==> src/rtl/alu_pkg.sv <==
package alu_pkg;
  typedef enum logic [1:0] {
    SEL_AND = 2'b00,
    SEL_OR  = 2'b01,
    SEL_SUM = 2'b10,
    SEL_SLT = 2'b11
  } res_sel_e;

  typedef struct packed {
    logic     negate;
    res_sel_e sel;
  } alu_ctrl_t;

  localparam alu_ctrl_t CTRL_ADD = '{negate: 1'b0, sel: SEL_SUM};
  localparam alu_ctrl_t CTRL_SUB = '{negate: 1'b1, sel: SEL_SUM};
  localparam alu_ctrl_t CTRL_AND = '{negate: 1'b0, sel: SEL_AND};
  localparam alu_ctrl_t CTRL_OR  = '{negate: 1'b0, sel: SEL_OR};
  localparam alu_ctrl_t CTRL_SLT = '{negate: 1'b1, sel: SEL_SLT};
endpackage

==> src/rtl/alu_ctrl_dec.sv <==
module alu_ctrl_dec
  import alu_pkg::*;
#(
  parameter int FUNCT_W = 6
) (
  input  logic [1:0]         alu_op,
  input  logic [FUNCT_W-1:0] funct,
  output alu_ctrl_t          ctrl
);
  localparam int USED_W = 4;

  logic [USED_W-1:0] fn_lo;
  logic              unused_fn_hi;

  assign fn_lo        = funct[USED_W-1:0];
  assign unused_fn_hi = ^funct[FUNCT_W-1:USED_W];

  always_comb begin
    ctrl = CTRL_ADD;
    unique case (alu_op)
      2'b00: ctrl = CTRL_ADD;
      2'b01: ctrl = CTRL_SUB;
      2'b10: begin
        case (fn_lo)
          4'b0000: ctrl = CTRL_ADD;
          4'b0010: ctrl = CTRL_SUB;
          4'b0100: ctrl = CTRL_AND;
          4'b0101: ctrl = CTRL_OR;
          4'b1010: ctrl = CTRL_SLT;
          default: ctrl = CTRL_ADD;
        endcase
      end
      default: ctrl = CTRL_ADD;
    endcase
  end
endmodule

==> src/rtl/alu_adder.sv <==
module alu_adder #(
  parameter int WIDTH = 32
) (
  input  logic [WIDTH-1:0] a,
  input  logic [WIDTH-1:0] b,
  input  logic             negate,
  output logic [WIDTH-1:0] sum,
  output logic             c_out,
  output logic             ovf
);
  localparam int MSB = WIDTH - 1;

  logic [WIDTH:0]   carry;
  logic [WIDTH-1:0] b_eff;

  // One negate line feeds both the inversion and the bit-0 carry.
  assign carry[0] = negate;

  for (genvar i = 0; i < WIDTH; i++) begin : g_bit
    logic prop;
    assign b_eff[i]   = b[i] ^ negate;
    assign prop       = a[i] ^ b_eff[i];
    assign sum[i]     = prop ^ carry[i];
    assign carry[i+1] = (a[i] & b_eff[i]) | (prop & carry[i]);
  end

  assign c_out = carry[WIDTH];
  assign ovf   = carry[MSB] ^ carry[WIDTH];
endmodule

==> src/rtl/alu_result_mux.sv <==
module alu_result_mux
  import alu_pkg::*;
#(
  parameter int WIDTH = 32
) (
  input  alu_ctrl_t        ctrl,
  input  logic [WIDTH-1:0] a,
  input  logic [WIDTH-1:0] b,
  input  logic [WIDTH-1:0] sum,
  input  logic             ovf,
  output logic [WIDTH-1:0] result
);
  localparam int MSB = WIDTH - 1;

  logic less;
  // Sign of the difference, flipped when it overflowed.
  assign less = sum[MSB] ^ ovf;

  for (genvar i = 0; i < WIDTH; i++) begin : g_sel
    logic b_eff;
    logic slt_bit;
    assign b_eff = b[i] ^ ctrl.negate;
    if (i == 0) begin : g_lsb
      assign slt_bit = less;
    end else begin : g_upper
      assign slt_bit = 1'b0;
    end
    always_comb begin
      unique case (ctrl.sel)
        SEL_AND: result[i] = a[i] & b_eff;
        SEL_OR:  result[i] = a[i] | b_eff;
        SEL_SUM: result[i] = sum[i];
        default: result[i] = slt_bit;
      endcase
    end
  end
endmodule

==> src/rtl/alu_core.sv <==
module alu_core
  import alu_pkg::*;
#(
  parameter int WIDTH   = 32,
  parameter int FUNCT_W = 6
) (
  input  logic [WIDTH-1:0]   a,
  input  logic [WIDTH-1:0]   b,
  input  logic [1:0]         alu_op,
  input  logic [FUNCT_W-1:0] funct,
  output logic [WIDTH-1:0]   result,
  output logic               zero,
  output logic               overflow,
  output logic               carry_out
);
  alu_ctrl_t        ctrl;
  logic [WIDTH-1:0] sum;
  logic             add_cout;
  logic             add_ovf;
  logic             arith;

  alu_ctrl_dec #(.FUNCT_W(FUNCT_W)) u_dec (
    .alu_op (alu_op),
    .funct  (funct),
    .ctrl   (ctrl)
  );

  alu_adder #(.WIDTH(WIDTH)) u_add (
    .a      (a),
    .b      (b),
    .negate (ctrl.negate),
    .sum    (sum),
    .c_out  (add_cout),
    .ovf    (add_ovf)
  );

  alu_result_mux #(.WIDTH(WIDTH)) u_mux (
    .ctrl   (ctrl),
    .a      (a),
    .b      (b),
    .sum    (sum),
    .ovf    (add_ovf),
    .result (result)
  );

  assign arith     = ctrl.sel[1];
  assign overflow  = arith & add_ovf;
  assign carry_out = arith & add_cout;
  assign zero      = ~|result;
endmodule

==> config.mk <==
export PLATFORM = sky130hd
export DESIGN_NAME = alu_core
export DESIGN_NICKNAME = d
export VERILOG_FILES = /design/src/rtl/alu_pkg.sv /design/src/rtl/alu_ctrl_dec.sv /design/src/rtl/alu_adder.sv /design/src/rtl/alu_result_mux.sv /design/src/rtl/alu_core.sv
export SDC_FILE = /design/constraint.sdc
export NUM_CORES = 1
export LEC_CHECK = 0
export BUFFER_PORTS_ARGS = -buffer_cell sky130_fd_sc_hd__buf_2
export CAP_MARGIN = 0
export CORE_UTILIZATION = 51
export DETAILED_ROUTE_END_ITERATION = 10
export PLACE_DENSITY = 0.85
export SLEW_MARGIN = 5
export SYNTH_ARGS = -nofsm -noshare
export SYNTH_HDL_FRONTEND = slang
export SYNTH_HIERARCHICAL = 1
export SYNTH_SLANG_ARGS = --single-unit
==> constraint.sdc <==
create_clock -name vclk -period 25.9
set_clock_uncertainty 0.1 [all_clocks]
set_input_delay 3.885 -clock vclk [all_inputs]
set_output_delay 3.885 -clock vclk [all_outputs]
set_load 0.005 [all_outputs]
==> flow_summary.toml <==
[sta]
period_share_pct = 89.6
setup_tns_ns = 0
hold_violations = 0
worst_pin_slew_ns = 1.09
finalWorstPathRequiredPeriod_ns = 23.22
slew_headroom_pct = 27.4
slew_viol_final = 0
fmax_mhz = 43.1
setup_viol = 0
rsz0062_at_grt = "false"

[detailed_routing]
wl_mm = 5.46
drt_iter0_drc = 76
drt-vias-per-instance = 5.17
vias = 2149
wl_per_cell_um = 13.1
drtAntennaViolNets = 0
drt_pass1_iterations = 4
drc = 0

[synthesis]
yosys.area_share.simple_pct = 5.37
synth-seq-area-share_pct = 0
synthXorXnorAreaFrac_pct = 24.0
synth_compound_area_share_pct = 12.6
synthTopCellsByArea = "fa_1 (25%), maj3_2 (13%), xor2_1 (12%)"
post_synth_fa_ha_maj_area_fraction_pct = 40.2
synth_cell_type_count = 28
synth_nets = 378
syn_area_mm2 = 0.00247
synth_top_area_share_pct = 25.1
netlist_instances = 273
synth.mux.area_fraction_pct = 0.405
synth_top_family_by_area = "adder cells"
yosysTopAreaCell = "fa_1"
syn_area_per_cell_um2 = 9.04
yosysWarningCount = 6

[placement]
hpwlAfterDp_mm = 4.47
port_buffers = 105
gp_congestion = 0.803
dp.cells = 416

[floorplan]
dieArea_mm2 = 0.00512
num_rows = 24
core_area_mm2 = 0.00450
dieWidth_um = 71.6
io_pins = 107
die_h_um = 71.6
initial_core_util_pct = 54.8

[global_routing]
grt_pass1_vias = 2207
grt_overflow_total = 0
track_usage_pct = 21.7
grt_max_degree = 35
antenna_found_initial = 0
grt_first_pass_wirelength_mm = 9.18

[cells_and_area]
mostFrequentLayoutCells = "buf_2 (105), inv_1 (67), xor2_1 (33)"
final_common_cell = "buf_2"
nClkBuffers = 0
seq_area_um2 = 0
area_delta_synth_final_pct = 19.4
drive_gt1_share_pct = 39.6
fin_nets = 471
seq_cells = 0
final_cells = 416
num_antenna_cells = 0

[job]
cap_violations = 0

[clocking]
hold_buffers = 0
cts_resized = 0
cts_setup_buffers = 0

[critical_path]
critPathMostFrequentCell = "fa_1"
worstSetupEndpointType = "primary output"
slowest_stage = "nor4_1"
arrival_ns = 19.23
critPathMaxStageDelay_ns = 0.47
cp-start-kind = "input pin"
critPathMaxFanout = 12
worstPathRequired_ns = 21.92
path_class = "in2out"

[min_path]
hold_class = "in2out"

[pwr]
power_density_mw_per_mm2 = 33.2
p_leak_nw = 1.58
vdd_ir_drop_max_mv = 0.0192

[outcome]
status = "complete, no violations"
-- per-stage QoR --
stage	setup WS, ns	util [%]	power, mW	hold WS [ns]	instance area (um2)
after floorplan	4.05	-	0.0676	7.93	2470
after global routing	2.10	65.4	0.110	8.18	2950
final	2.68	65.4	0.0977	8.15	2950
after detailed placement	2.78	65.4	0.0981	8.15	2950
after global placement	2.95	65.4	0.0946	8.15	2950
after CTS	2.72	65.4	0.0985	8.15	2950
-- area by class of cell --
| cell class | count | area, um2 |
|---|---|---|
| well taps | 52 | 65.1 |
| multi-input cells | 188 | 2070 |
| fillers | 386 | 1560 |
| inverters | 67 | 251 |
| repair buffers | 109 | 556 |
-- kinds of logic (layout without fill, tap and decap cells) --
kind of cell / count (synthesis) / after routing
compound gates: 36 / 36
simple gates: 21 / 21
mux: 1 / 1
buf+inv: 85 / 176
xor+xnor: 66 / 66
fa+ha+maj: 64 / 64
-- layer usage --
metal,vias to the layer above,part of all wire [%],GRT usage (%)
met5,-,0,0
met4,0,0.64,2.18
met3,4,4.8,1.13
met2,80,52,42.1
met1,1015,43,27.5
li1,1050,-,-
-- synth_stat cells (all sizes together) (2+ instances only) --
cell type / instances
a211o: 2
xnor2: 33
nand4: 2
a22o: 31
nor4: 8
inv: 67
xor2: 33
ha: 2
maj3: 31
or3b: 2
buf: 14
clkbuf: 4
fa: 31
nor2: 4
and2: 2
-- path summary, 6_finish.rpt --
path | slack, ns | depth (start not counted) | to | start
max | 2.68 | 45 | zero | alu_op[0]
min | 8.15 | 4 | result[4] | a[4]
-- power breakdown --
| group | internal, mW | leakage, nW | switching, mW |
|---|---|---|---|
| clock | 0 | 0 | 0 |
| sequential | 0 | 0 | 0 |
| combinational | 0.0490 | 1.58 | 0.0487 |
| total | 0.0490 | 1.58 | 0.0487 |
-- worst max-delay path: cells and delay by family --
kind                       cells  cell delay, ns
adders and majority gates     32           12.79
and+or+nand+nor                4            1.07
AOI/OAI and AO/OA              3            0.78
buffers and inverters          4            0.35
xor gates and xnor gates       2            0.34
Note: power is estimated with default switching activity, not from simulation.
